[config.mk]
export PLATFORM = sky130hd
export DESIGN_NAME = flash_status_reporter
export DESIGN_NICKNAME = d
export VERILOG_FILES = /design/src/rtl/flash_status_pkg.sv /design/src/rtl/flash_op_tracker.sv /design/src/rtl/flash_toggle_bank.sv /design/src/rtl/flash_status_mux.sv /design/src/rtl/flash_status_reporter.sv
export SDC_FILE = /design/constraint.sdc
export NUM_CORES = 1
export LEC_CHECK = 0
export CORE_UTILIZATION = 38
export CTS_CLUSTER_SIZE = 40
export DETAILED_ROUTE_END_ITERATION = 16
export PLACE_DENSITY = 0.83
export SLEW_MARGIN = 20
export SYNTH_ARGS = -nofsm -noshare
export SYNTH_HDL_FRONTEND = slang
export SYNTH_SLANG_ARGS = --single-unit
[constraint.sdc]
create_clock -name clk -period 1.85 [get_ports clk]
set_clock_uncertainty 0.2 [all_clocks]
set_input_delay 0.2775 -clock clk [delete_from_list [all_inputs] [get_ports clk]]
set_output_delay 0.2775 -clock clk [all_outputs]
set_load 0.005 [all_outputs]
[src/rtl/flash_status_pkg.sv]
// Package: operation codes and status-word bit positions shared by the
// status reporter and its checker. Assumes an 8-bit data bus.
package flash_status_pkg;

    localparam int STAT_W   = 8;
    localparam int POS_POLL = 7;
    localparam int POS_TOGA = 6;
    localparam int POS_FAIL = 5;
    localparam int POS_TMR  = 3;
    localparam int POS_TOGB = 2;
    localparam int POS_ABRT = 1;

    typedef enum logic [2:0] {
        OP_READ      = 3'd0,
        OP_PROG      = 3'd1,
        OP_BUFPROG   = 3'd2,
        OP_BLKERASE  = 3'd3,
        OP_CHIPERASE = 3'd4,
        OP_BLANKCHK  = 3'd5,
        OP_PSUSP     = 3'd6,
        OP_ESUSP     = 3'd7
    } op_e;

    // True for codes that keep the embedded engine busy.
    function automatic logic op_is_busy(op_e op);
        return (op == OP_PROG) || (op == OP_BUFPROG) || (op == OP_BLKERASE) ||
               (op == OP_CHIPERASE) || (op == OP_BLANKCHK);
    endfunction

    // True for the two suspend codes.
    function automatic logic op_is_susp(op_e op);
        return (op == OP_PSUSP) || (op == OP_ESUSP);
    endfunction

endpackage

[src/rtl/flash_op_tracker.sv]
// Tracks the current operation, the polled data bit, the target block and
// the failure/abort latches. Assumes strobes are one cycle wide and that the
// controller issues suspend codes only over a running operation.
module flash_op_tracker
    import flash_status_pkg::*;
#(
    parameter int BLK_W = 3
) (
    input  logic             clk,
    input  logic             rst_n,
    input  logic             op_start,
    input  logic [2:0]       op_code,
    input  logic             op_poll,
    input  logic [BLK_W-1:0] op_block,
    input  logic             buf_load,
    input  logic             buf_poll,
    input  logic             fail_in,
    input  logic             abort_in,
    input  logic             op_done,
    input  logic             reset_cmd,
    output op_e              cur_op,
    output logic             poll_bit,
    output logic [BLK_W-1:0] tgt_block,
    output logic             fail_q,
    output logic             abort_q,
    output logic             locked
);

    op_e op_q;
    op_e op_req;

    assign op_req = op_e'(op_code);
    assign locked = fail_q | abort_q;

    // Operation register: start, completion and READ/RESET handling.
    always_ff @(posedge clk) begin
        if (!rst_n) begin
            op_q <= OP_READ;
        end else if (reset_cmd) begin
            op_q <= OP_READ;
        end else if (!locked) begin
            if (op_start) begin
                op_q <= op_req;
            end else if (op_done) begin
                op_q <= OP_READ;
            end
        end
    end

    // Captured polled bit and target block; buffer loads refresh the bit.
    always_ff @(posedge clk) begin
        if (!rst_n) begin
            poll_bit  <= 1'b0;
            tgt_block <= '0;
        end else if (!locked && !reset_cmd) begin
            if (op_start && !op_is_susp(op_req)) begin
                poll_bit  <= op_poll;
                tgt_block <= op_block;
            end else if (buf_load && !op_start && (op_q == OP_BUFPROG)) begin
                poll_bit <= buf_poll;
            end
        end
    end

    // Failure and abort latches, cleared only by READ/RESET.
    always_ff @(posedge clk) begin
        if (!rst_n) begin
            fail_q  <= 1'b0;
            abort_q <= 1'b0;
        end else if (reset_cmd) begin
            fail_q  <= 1'b0;
            abort_q <= 1'b0;
        end else begin
            if (fail_in && op_is_busy(op_q)) begin
                fail_q <= 1'b1;
            end
            if (abort_in && (op_q == OP_BUFPROG)) begin
                abort_q <= 1'b1;
            end
        end
    end

    assign cur_op = op_q;

endmodule

[src/rtl/flash_toggle_bank.sv]
// Bank of toggle flip-flops. Each flop inverts on a clock edge where a read
// strobe returns a status word. Assumes the strobe is synchronous to clk.
module flash_toggle_bank #(
    parameter int NUM_TOG = 2
) (
    input  logic               clk,
    input  logic               rst_n,
    input  logic               rd_stb,
    input  logic               status_rd,
    output logic [NUM_TOG-1:0] tog_o
);

    logic flip_en;
    assign flip_en = rd_stb & status_rd;

    for (genvar i = 0; i < NUM_TOG; i++) begin : g_tog
        logic bit_q;

        // One toggle flop, inverted per status read.
        always_ff @(posedge clk) begin
            if (!rst_n) begin
                bit_q <= 1'b0;
            end else if (flip_en) begin
                bit_q <= ~bit_q;
            end
        end

        assign tog_o[i] = bit_q;
    end

endmodule

[src/rtl/flash_status_mux.sv]
// Composes the read word from the current operation, the addressed block and
// the latches, and drives the ready/busy pin model. Purely combinational.
// Assumes rd_block is below NUM_BLOCKS; out-of-range reads count as non-erasing.
module flash_status_mux
    import flash_status_pkg::*;
#(
    parameter int NUM_BLOCKS = 8,
    parameter int BLK_W      = 3
) (
    input  op_e                   cur_op,
    input  logic                  poll_bit,
    input  logic [BLK_W-1:0]      tgt_block,
    input  logic                  fail_q,
    input  logic                  abort_q,
    input  logic                  locked,
    input  logic                  erase_tmo,
    input  logic [NUM_BLOCKS-1:0] erase_mask,
    input  logic [BLK_W-1:0]      rd_block,
    input  logic [STAT_W-1:0]     array_data,
    input  logic [1:0]            tog,
    output logic [STAT_W-1:0]     dq,
    output logic                  status_rd,
    output logic                  ry_by,
    output logic                  ry_by_oe
);

    logic blk_erasing;
    logic blk_target;
    logic busy;
    logic tog_a;
    logic tog_b;

    assign tog_a = tog[0];
    assign tog_b = tog[1];

    // Erase-mask lookup for the addressed block.
    always_comb begin
        blk_erasing = 1'b0;
        for (int b = 0; b < NUM_BLOCKS; b++) begin
            if (rd_block == BLK_W'(b)) begin
                blk_erasing = erase_mask[b];
            end
        end
    end

    assign blk_target = (rd_block == tgt_block);

    // Status word selection per operation and addressed block.
    always_comb begin
        dq        = '0;
        status_rd = 1'b1;
        unique case (cur_op)
            OP_READ: begin
                dq        = array_data;
                status_rd = 1'b0;
            end
            OP_PROG: begin
                dq[POS_POLL] = ~poll_bit;
                dq[POS_TOGA] = tog_a;
                dq[POS_FAIL] = fail_q;
            end
            OP_BUFPROG: begin
                dq[POS_POLL] = ~poll_bit;
                dq[POS_TOGA] = tog_a;
                dq[POS_FAIL] = fail_q;
                dq[POS_ABRT] = abort_q;
            end
            OP_BLKERASE: begin
                dq[POS_TOGA] = tog_a;
                dq[POS_FAIL] = fail_q;
                dq[POS_TMR]  = erase_tmo;
                dq[POS_TOGB] = blk_erasing & tog_b;
            end
            OP_CHIPERASE: begin
                dq[POS_TOGA] = tog_a;
                dq[POS_FAIL] = fail_q;
                dq[POS_TMR]  = 1'b1;
                dq[POS_TOGB] = tog_b;
            end
            OP_BLANKCHK: begin
                dq[POS_TOGA] = tog_a;
                dq[POS_FAIL] = fail_q;
            end
            OP_PSUSP: begin
                if (!blk_target) begin
                    dq        = array_data;
                    status_rd = 1'b0;
                end
            end
            OP_ESUSP: begin
                if (blk_erasing) begin
                    dq[POS_POLL] = 1'b1;
                    dq[POS_TOGB] = tog_b;
                end else begin
                    dq        = array_data;
                    status_rd = 1'b0;
                end
            end
            default: begin
                dq        = array_data;
                status_rd = 1'b0;
            end
        endcase
    end

    // Ready/busy: driven low only while busy and not halted by a latch.
    assign busy     = op_is_busy(cur_op) & ~locked;
    assign ry_by_oe = busy;
    assign ry_by    = ~busy;

endmodule

[src/rtl/flash_status_reporter.sv]
// Top level of the status reporter: operation tracker, toggle flops and the
// read-word multiplexer. Assumes a synchronous active-low reset and inputs
// synchronous to clk.
module flash_status_reporter
    import flash_status_pkg::*;
#(
    parameter int NUM_BLOCKS = 8,
    localparam int BLK_W     = (NUM_BLOCKS > 1) ? $clog2(NUM_BLOCKS) : 1
) (
    input  logic                  clk,
    input  logic                  rst_n,
    input  logic                  op_start,
    input  logic [2:0]            op_code,
    input  logic                  op_poll,
    input  logic [BLK_W-1:0]      op_block,
    input  logic                  buf_load,
    input  logic                  buf_poll,
    input  logic                  fail_in,
    input  logic                  abort_in,
    input  logic                  op_done,
    input  logic                  reset_cmd,
    input  logic                  erase_tmo,
    input  logic [NUM_BLOCKS-1:0] erase_mask,
    input  logic                  rd_stb,
    input  logic [BLK_W-1:0]      rd_block,
    input  logic [7:0]            array_data,
    output logic [7:0]            dq_o,
    output logic                  ry_by_o,
    output logic                  ry_by_oe_o
);

    localparam int NUM_TOG = 2;

    op_e              cur_op;
    logic             poll_bit;
    logic [BLK_W-1:0] tgt_block;
    logic             fail_q;
    logic             abort_q;
    logic             locked;
    logic             status_rd;
    logic [NUM_TOG-1:0] tog;

    flash_op_tracker #(
        .BLK_W (BLK_W)
    ) u_tracker (
        .clk       (clk),
        .rst_n     (rst_n),
        .op_start  (op_start),
        .op_code   (op_code),
        .op_poll   (op_poll),
        .op_block  (op_block),
        .buf_load  (buf_load),
        .buf_poll  (buf_poll),
        .fail_in   (fail_in),
        .abort_in  (abort_in),
        .op_done   (op_done),
        .reset_cmd (reset_cmd),
        .cur_op    (cur_op),
        .poll_bit  (poll_bit),
        .tgt_block (tgt_block),
        .fail_q    (fail_q),
        .abort_q   (abort_q),
        .locked    (locked)
    );

    flash_toggle_bank #(
        .NUM_TOG (NUM_TOG)
    ) u_toggle (
        .clk       (clk),
        .rst_n     (rst_n),
        .rd_stb    (rd_stb),
        .status_rd (status_rd),
        .tog_o     (tog)
    );

    flash_status_mux #(
        .NUM_BLOCKS (NUM_BLOCKS),
        .BLK_W      (BLK_W)
    ) u_mux (
        .cur_op     (cur_op),
        .poll_bit   (poll_bit),
        .tgt_block  (tgt_block),
        .fail_q     (fail_q),
        .abort_q    (abort_q),
        .locked     (locked),
        .erase_tmo  (erase_tmo),
        .erase_mask (erase_mask),
        .rd_block   (rd_block),
        .array_data (array_data),
        .tog        (tog),
        .dq         (dq_o),
        .status_rd  (status_rd),
        .ry_by      (ry_by_o),
        .ry_by_oe   (ry_by_oe_o)
    );

endmodule

=== After elaboration in Yosys (flattened, before gate mapping) ===
Cells that the tools add are included.

* Register bits after elaboration: 11
* Output and inout bits: 10
* Logic and storage cells: 85

* Equality and inequality tests: 17
* Multiplexer cells: 26
* Bitwise gates (word level): 10
* Reduce and logical (&&, ||, !) cells: 25

{| class="wikitable"
|+ Operators with widths
! kind !! number
|-
| == test 3 bit, second input constant || 10
|-
| 2-to-1 mux 1 bit || 14
|-
| == test 3 x 2 -> 1 bit, second input constant || 4
|-
| one-hot mux 2 bit (5 select lines) || 1
|-
| one-hot mux 1 bit (3 select lines) || 3
|-
| 2-to-1 mux 8 bit || 1
|-
| one-hot mux 1 bit (4 select lines) || 2
|-
| one-hot mux 2 bit (4 select lines) || 1
|-
| == test 3 x 1 -> 1 bit, second input constant || 2
|-
| logical AND 1 bit || 6
|-
| logical NOT 3 bit || 2
|-
| 2-to-1 mux 3 bit || 2
|-
| inverter 1 bit || 6
|-
| AND reduction 2 bit || 3
|-
| logical OR 1 bit || 5
|-
| OR reduction 5 bit || 1
|-
| logical NOT 1 bit || 4
|-
| 2-to-1 mux 4 bit || 1
|-
| nonzero test 2 bit || 2
|-
| OR reduction 2 bit || 2
|-
| AND 1 bit || 3
|-
| == test 3 bit || 1
|-
| 2-to-1 mux 2 bit || 1
|-
| bitwise OR 1 bit || 1
|}

=== Longest topological paths before layout ===
Gate-level depths: netlist of the first run.

* Depth after elaboration: 12
* Mapped depth: 7
* Gate-level depth less buffers: 5

=== Hierarchy ===
Synthesis of the first run repeated with hierarchy kept, for this count alone.

* Cell total of the unflattened synthesis: 101
* Area, all modules: 845.8 um^2

{| class="wikitable"
|+ By module, submodules not included
! module !! instances !! cells an instance !! area each (um^2) !! sequential area each (um^2)
|-
| flash_op_tracker || 1 || 42 || 402.9 || 180.2
|-
| flash_status_mux || 1 || 48 || 346.6 || 0.0
|-
| flash_toggle_bank || 1 || 11 || 96.3 || 40.0
|}

=== Worst setup path before layout of the first run ===
OpenSTA, ideal clock, no wires.

* Path type: in2out
* Start point: input rd_block[2]
* End point: output dq_o[1]
* Arrival: 1.218 ns
* Path slack: 0.155 ns
* Cell stages on the path: 6
* Path buffers: 1
* Path through: buf_4 -> mux2i_1 -> nand3b_1 -> nand4_1 -> a211oi_2 -> o21ai_0

* Longest elaborated chain between the ends: 11
* Elaborated cells on any way between the ends: 20

{| class="wikitable"
|+ Ends and longest elaborated chain
! element !! line !! source
|-
| start: declaration || flash_status_reporter.sv:25 || <nowiki>input logic [BLK_W-1:0] rd_block,</nowiki>
|-
| logical NOT 3 bit || flash_status_mux.sv:40 || <nowiki>if (rd_block == BLK_W'(b)) begin</nowiki>
|-
| 2-to-1 mux 1 bit (8 in a row) || flash_status_mux.sv:40 ||
|-
| 2-to-1 mux 2 bit || flash_status_mux.sv:91 || <nowiki>if (blk_erasing) begin</nowiki>
|-
| one-hot mux 1 bit (4 select lines) (*) || flash_status_mux.sv:52 || <nowiki>unique case (cur_op)</nowiki>
|-
| end: declaration || flash_status_reporter.sv:27 || <nowiki>output logic [7:0] dq_o,</nowiki>
|}

Every way passes the cells marked *; elsewhere a longest branch is shown, timed or not.

=== Worst setup path in the final report of the first run ===
* Start point: register u_tracker.op_q[1] (netlist: u_tracker.cur_op[1])
* End point: output dq_o[7]

* Longest elaborated chain between the ends: 3
* Elaborated cells on any way between the ends: 7

{| class="wikitable"
|+ Ends and longest elaborated chain
! element !! line !! source
|-
| start: declaration || flash_op_tracker.sv:29 || <nowiki>op_e op_q;</nowiki>
|-
| start signal: assignment || flash_op_tracker.sv:43 || <nowiki>op_q <= op_req;</nowiki>
|-
| == test 3 x 2 -> 1 bit or == test 3 x 1 -> 1 bit (tied branches) || flash_status_mux.sv:52 ||
|-
| OR reduction 2 bit (no source line) || -- ||
|-
| one-hot mux 1 bit (4 select lines) (*) || flash_status_mux.sv:52 ||
|}

Marks and branches as above.

==> out/results.ini, run 1 <==
[outcome]
outcome=complete, but fails checks
violations=negative setup slack

[setup_path]
r2r_end=u_tracker.poll_bit$_SDFFE_PN0P_
crit_arrival_ns=1.74
reg2reg_slack_ns=-0.01
required_ns=1.37
reg2reg_from=u_tracker.cur_op[0]$_SDFFE_PP0P_
reg2reg_depth=7
critical_path.max_fanout=5
cp-start-kind=flip-flop
worstSetupPathType=reg -> out
end_kind=primary output

[detailed_routing]
first_pass_iters=4
drc_errors=0
wire_per_inst_um=17.33
totalWireLength_mm=3.917
viasPerCell=5.496
drt_iter0_markers=19
vias=1242
antenna_left=0

[global_route]
grt_pass1_vias=1209
antenna_found_initial=0
grt_pass1_wl_mm=5.313
grt.overflow.total=0
track_usage=0.2781
grt_max_degree=7

[floorplan]
die_h_um=50.05
die_area_sq_um=2505
die_x_um=50.05
initial_core_util=0.4003
ioPinCount=47
row_count=17
core_sq_um=2191

[sta]
fmax_mhz=450.9
maxSlewViolCount=0
report.final.hold_viol_count=0
setup_viol=9
finalCritPeriodShare=1.199
tns_ns=-2.350
rsz0062_at_grt=true
hold_ws_ns=0.3003
period_minus_slack_ns=2.218
slew_headroom=0.7944
worstMarginPinSlew_ns=0.3052
setup_slack_ns=-0.3679

[clock_network]
numCtsBuffers=3
clock_path_buffers=2
clk_latency_ns=0.26
clk_pin_slew_worst_paths_ns=0.07
cts_max_level=1
clock_sinks=11
cts-root-buf=clkbuf_4
cts_tree=yes

[flow_run]
drv_cap=0

[pwr]
ir_drop_mv=0.3806
cellLeakagePower_nw=0.7960
power.total_mw=0.7507
p_per_area_nw_per_um2=423.4

[synth]
yosysSeqAreaShare=0.2511
synth.distinct_cells=34
syn-cell-area_sq_um=877.1
ys.warnings.count=0
synthesis.nets=156
synth.avg_cell_area_sq_um=7.433
synthCells=118
ys_ff_latch=11

[cells_and_area]
drive_above_1_share=0.4141
fin_cells=226
n_antenna_cell=0
nets=237
final_cell_mix=clkdlybuf4s50_1, buf_4, nand2_1, nor2_1, buf_2
area_delta_synth_final_pct=102.1
fin_util=0.8093
final_area_sq_um=1773

[place]
dp_slack_ns=-0.9841
gp_congestion=0.8998
post-place-cells=206
hpwl_mm=2.112
dpl_cell_area_sq_um=1488
port_buffers=46

[worst_hold_path]
hold_depth=2
min_to=u_toggle.g_tog[1].bit_q$_SDFFE_PN0P_
min_from=u_toggle.g_tog[1].bit_q$_SDFFE_PN0P_
min_path_type=reg -> reg

## sequential cells by signal (all words and copies together) (netlist names)
signal / count
u_toggle.g_tog.bit_q: 2
u_tracker.abort_q: 1
u_tracker.cur_op: 3
u_tracker.fail_q: 1
u_tracker.poll_bit: 1
u_tracker.tgt_block: 3
## cells by family after synthesis
kind of cell / share of synthesized area
AND/OR/NAND/NOR: 0.2810
AO/OA/AOI/OAI: 0.2439
buffers and inverters: 0.06563
flip-flops: 0.2511
multiplexers: 0.1141
XOR/XNOR: 0.02996
adder cells (fa/ha/maj): 0.01426
## where the power goes
part	internal, mW	leakage, nW	switching, mW
clock network	0.0833	0.0150	0.0800
registers	0.245	0.0924	0.0123
logic	0.190	0.689	0.140
total	0.519	0.796	0.232
## worst max-delay path: stages, from the launching register on
cell and delay [ns]:
dfxtp_4 0.37, buf_6 0.14, mux2i_2 0.16, a221oi_2 0.36, o21ai_1 0.16, o2bb2ai_1 0.16
buf_2 0.13
## synth_stat cells
cell type  number  area [sq um]
a21boi_1        1         7.510
dfxtp_1        11         220.2
o221ai_1        1         8.760
a21o_1          1         7.510
a21oi_1         3         15.01
and2_1          2         12.51
nor2_2          1         6.260
nand4_1         1         6.260
nor3_2          1         10.01
mux2i_1        10         100.1
nand3_1         5         25.02
and3_1          1         6.260
inv_1           8         30.03
nand2b_1        4         25.02
a211oi_2        1         12.51
nand2_1        13         48.80
xnor2_1         3         26.28
nor3b_1         2         15.01
ha_1            1         12.51
a2111oi_2       1         15.01
buf_4           1         7.510
a211oi_1        1         7.510
o31ai_1         1         7.510
a22oi_1         3         22.52
buf_2           4         20.02
nand4b_1        1         8.760
a31o_2          1         8.760
o21ai_0         9         45.04
a31oi_1         2         12.51
nor2_1         16         60.06
nand3b_1        3         22.52
a221oi_1        1         8.760
a311oi_1        1         8.760
o2bb2ai_1       3         26.28
## area by class of cell
cell class | count | area [sq um]
Inverter | 8 | 30.03
Sequential cell | 11 | 231.5
Timing Repair Buffer | 81 | 691.9
Fill cell | 134 | 417.9
Tap cell | 28 | 35.03
Clock buffer | 4 | 26.28
Multi-Input combinational cell | 94 | 758.2
## worst max-delay path by stage
stage | start | to | slack, ns
2_1_floorplan | rd_block[2] | dq_o[1] | 0.15
6_report | u_tracker.cur_op[1]$_SDFFE_PP0P_ | dq_o[7] | -0.37
5_1_grt | u_tracker.cur_op[1]$_SDFFE_PP0P_ | dq_o[7] | -0.43
3_3_place_gp | rd_block[2] | dq_o[5] | -0.92
3_5_place_dp | rd_block[2] | dq_o[7] | -0.98
4_1_cts | u_tracker.cur_op[2]$_SDFFE_PP0P_ | dq_o[7] | -0.22
## routing by layer
layer / GRT usage / part of all wire / vias to the layer above
met5: 0 / 0 / -
met4: 0.09524 / 0.038 / 0
met3: 0.02469 / 0.039 / 16
met2: 0.5600 / 0.55 / 49
met1: 0.2881 / 0.38 / 590
li1: - / - / 587
## what timing repair did
| action | 4_1_cts | 5_1_grt |
|---|---|---|
| endpoints found under the setup margin | 13 | 13 |
| cloned | 1 | 0 |
| hold buffers | 0 | 0 |
| buffers inserted | 13 | 4 |
| gates resized for setup | 92 | 19 |
| pin swaps | 18 | 11 |
No activity file was read; power rests on OpenSTA's default activity.
==> inputs of run 2 (changes only) <==
CORE_ASPECT_RATIO = 1.25   (was not set)
==> out/results.ini, run 2 (synthesis gave the netlist of run 1 again) <==
[cells_and_area]
nets=239
multi_input_area_sq_um=817.0
drive_above_1_share=0.4450
fin_util=0.8593
n_antenna_cell=0
area_delta_synth_final_pct=114.3
final_cell_mix=clkdlybuf4s50_1, buf_4, buf_6
fillers=122
layout_commonest_cell=clkdlybuf4s50_1
regArea_sq_um=235.2

[floorplan]
core_sq_um=2187
die_area_sq_um=2506
die_x_um=44.97
die_h_um=55.72
initial_core_util=0.4010
row_count=19
ioPinCount=47

[global_route]
grt_pass1_wl_mm=5.223
grt_pass1_vias=1278
grt_max_degree=8
track_usage=0.2709
antenna_found_initial=0
grt.overflow.total=0

[sta]
fmax_mhz=459.6
setup_slack_ns=-0.3258
period_minus_slack_ns=2.176
hold_ws_ns=0.3047
slew_headroom=0.7319
worstMarginPinSlew_ns=0.3980
report.final.hold_viol_count=0
rsz0062_at_grt=true
tns_ns=-2.060
maxSlewViolCount=0
setup_viol=10
finalCritPeriodShare=1.176

[clock_network]
clock_path_buffers=2
cts-root-buf=clkbuf_4
clock_sinks=11
clk_latency_ns=0.26
clk_pin_slew_worst_paths_ns=0.07
cts_tree=yes
numCtsBuffers=3
cts_max_level=1
cts_hold_buf=0

[setup_path]
crit_arrival_ns=1.70
worstSetupPathType=reg -> out
end_kind=primary output
cp-start-kind=flip-flop
required_ns=1.37
critical_path.max_fanout=3
reg2reg_slack_ns=0

[pwr]
power.total_mw=0.7722
ir_drop_mv=0.4095
cellLeakagePower_nw=0.8186
p_per_area_nw_per_um2=410.9

[detailed_routing]
vias=1278
first_pass_iters=4
drt_iter0_markers=23
viasPerCell=5.532
antenna_left=0
wire_per_inst_um=16.78
drc_errors=0
totalWireLength_mm=3.876

[place]
dp_slack_ns=-1.003
hpwl_mm=2.152
port_buffers=46
gp_congestion=0.7969

[outcome]
violations=negative setup slack
outcome=complete, but fails checks

[worst_hold_path]
min_path_type=reg -> reg

[flow_run]
drv_cap=0

## run 2: cell count changes in the layout (fill, tap and decap cells not counted), sizes merged
cell,previous run,this run
clkdlybuf4s50,25,24
dlymetal6s2s,0,1
buf,47,48
clkbuf,4,5
## run 2: worst max-delay path, stage by stage, from the launching register on
cell	delay, ns
dfxtp_2	0.34
xnor2_2	0.15
and2_4	0.19
a21boi_4	0.26
a211oi_4	0.07
buf_6	0.13
nor3b_2	0.16
buf_2	0.13
## run 2: final cells by class
type,instances,share of cell area
multi-input combinational,94,0.4348
timing repair buffer,83,0.3895
sequential,11,0.1252
tap,31,0.02064
inverter,8,0.01598
clock buffer,4,0.01398
## run 2: metrics by stage
stage | instances | cell area (sq um)
3_3_place_gp | 211 | 1506
5_1_grt | 231 | 1879
2_1_floorplan | 118 | 877.1
4_1_cts | 225 | 1729
3_5_place_dp | 211 | 1506
6_report | 231 | 1879
## run 2: path summary, 6_finish.rpt
kind	to	start	depth (start not counted)
max reg2reg	u_tracker.poll_bit$_SDFFE_PN0P_	u_tracker.cur_op[1]$_SDFFE_PP0P_	7
min reg2reg	u_toggle.g_tog[0].bit_q$_SDFFE_PN0P_	u_toggle.g_tog[0].bit_q$_SDFFE_PN0P_	2
min	u_toggle.g_tog[0].bit_q$_SDFFE_PN0P_	u_toggle.g_tog[0].bit_q$_SDFFE_PN0P_	2
max	dq_o[0]	u_tracker.tgt_block[0]$_SDFFE_PN0P_	7
## run 2: report_power, final
part / total (mW) / internal, mW / switching, mW / leakage, nW
Clock: 0.162 / 0.0833 / 0.0789 / 0.0150
Sequential: 0.258 / 0.244 / 0.0136 / 0.0932
Combinational: 0.352 / 0.203 / 0.149 / 0.710
## run 2: repair_timing
action	4_1_cts	5_1_grt
pin swaps	23	18
setup buffers	12	8
gates resized for setup	102	24
cloned	0	0
setup endpoints to repair	13	13
## run 2: layer usage
| layer | up-vias | global-route usage | share of wire |
|---|---|---|---|
| met2 | 57 | 0.4948 | 0.53 |
| li1 | 586 | - | - |
| met1 | 615 | 0.3008 | 0.38 |
| met5 | - | 0 | 0 |
| met4 | 0 | 0.1039 | 0.050 |
| met3 | 20 | 0.03247 | 0.038 |
==> inputs of run 3 (changes only) <==
CORE_UTILIZATION = 40   (was 38)
CTS_BUF_LIST = sky130_fd_sc_hd__clkbuf_8   (was not set)
PLACE_DENSITY = 0.87   (was 0.83)
RECOVER_POWER = 50   (was not set)
==> out/results.ini, run 3 (synthesis gave the netlist of run 1 again) <==
[clock_network]
clk_latency_ns=0.25
clk_pin_slew_worst_paths_ns=0.06
cts_hold_buf=0
numCtsBuffers=3
clock_sinks=11
clock_path_buffers=2
cts_tree=yes
cts_max_level=1
cts-root-buf=clkbuf_8

[sta]
setup_viol=12
fmax_mhz=442.1
setup_slack_ns=-0.4118
report.final.hold_viol_count=0
maxSlewViolCount=0
finalCritPeriodShare=1.223
slew_headroom=0.6274
period_minus_slack_ns=2.262
rsz0062_at_grt=true
worstMarginPinSlew_ns=0.5530

[setup_path]
required_ns=1.37
critical_path.max_fanout=5
crit_arrival_ns=1.78
worstSetupPathType=reg -> out
end_kind=primary output
cp-start-kind=flip-flop

[outcome]
violations=design-rule violations, negative setup slack
outcome=complete, but fails checks

[cells_and_area]
final_cell_mix=buf_4, clkdlybuf4s50_1, buf_6
area_delta_synth_final_pct=118.1
fin_cells=222
n_antenna_cell=0
nets=241
layout_commonest_cell=buf_4
drive_above_1_share=0.4455

[global_route]
top_usage_layer=met2
met3_usage=0.02970
track_usage=0.3405
grt_max_degree=8
grt.met1_usage=0.3567
grt.overflow.total=0
gr-usage-met2=0.6368
grt_pass1_wl_mm=5.796
grt_pass1_vias=1294
antenna_found_initial=0

[detailed_routing]
antenna_left=0
viasPerCell=6.581
totalWireLength_mm=5.459
drc_errors=1
vias=1461
first_pass_iters=10
wire_per_inst_um=24.59
drt_iter0_markers=83

[floorplan]
row_count=18
die_area_sq_um=2385
die_h_um=54.36
ioPinCount=47
core_sq_um=2027
initial_core_util=0.4327
die_x_um=43.88

[place]
hpwl_mm=2.253
post-place-cells=202
port_buffers=46
dp_slack_ns=-0.9930
gp_congestion=0.7870

[flow_run]
drv_cap=0

[pwr]
cellLeakagePower_nw=0.8426
ir_drop_mv=0.9379
p_per_area_nw_per_um2=470.5

[worst_hold_path]
min_path_type=reg -> reg

-- run 3: power breakdown --
| group | total [mW] | switching [mW] | internal [mW] |
|---|---|---|---|
| sequential | 0.260 | 0.0138 | 0.246 |
| combinational | 0.385 | 0.176 | 0.209 |
| clock | 0.255 | 0.108 | 0.147 |
-- run 3: area by class of cell --
cell class / count / area [sq um]
Tap cell: 20 / 25.02
Clock buffer: 3 / 41.29
Multi-Input combinational cell: 94 / 815.8
Sequential cell: 11 / 232.7
Timing Repair Buffer: 85 / 764.5
Clock inverter: 1 / 3.754
Fill cell: 59 / 113.9
Inverter: 8 / 30.03
-- run 3: path summary, 6_finish.rpt --
kind	cells after the start	endpoint	start	slack [ns]
max reg2reg	7	u_tracker.poll_bit$_SDFFE_PN0P_	u_tracker.cur_op[0]$_SDFFE_PP0P_	-0.06
max	5	dq_o[7]	u_tracker.cur_op[1]$_SDFFE_PP0P_	-0.41
min reg2reg	2	u_toggle.g_tog[0].bit_q$_SDFFE_PN0P_	u_toggle.g_tog[0].bit_q$_SDFFE_PN0P_	0.30
min	2	u_toggle.g_tog[0].bit_q$_SDFFE_PN0P_	u_toggle.g_tog[0].bit_q$_SDFFE_PN0P_	0.30
-- run 3: critical path, cell delays in order, from the launching register on --
cell and delay (ns):
dfxtp_4 0.39, buf_6 0.14, mux2i_2 0.28, o21ai_0 0.22, o2bb2ai_1 0.32, buf_2 0.19
-- run 3: per-layer routing --
layer	vias up	part of all wire
met1	682	0.34
met2	139	0.48
met4	0	0.093
met5	-	0
li1	590	-
met3	50	0.089
-- run 3: timing repair --
item                                   in CTS  in global routing
gates resized for setup                   108                 23
setup buffers                              15                  2
setup endpoints to repair                  13                 13
endpoints found under the hold margin       0                  0
cloned                                      0                  0
pin swaps                                  21                  9
-- run 3: through the flow --
| stage | instance area [sq um] | TNS, ns | hold slack [ns] | total power [mW] | util |
|---|---|---|---|---|---|
| 3_5_place_dp | 1508 | -8.657 | 0.2662 | 0.5309 | 0.7438 |
| 2_1_floorplan | 877.1 | 0 | 0.2182 | 0.3601 | - |
| 6_report | 1913 | -2.683 | 0.2991 | 0.9000 | 0.9438 |
| 5_1_grt | 1913 | -3.200 | 0.3371 | 0.9179 | 0.9438 |
| 4_1_cts | 1795 | -1.251 | 0.2755 | 0.8188 | 0.8858 |
| 3_3_place_gp | 1508 | -8.261 | 0.2525 | 0.5211 | 0.7438 |
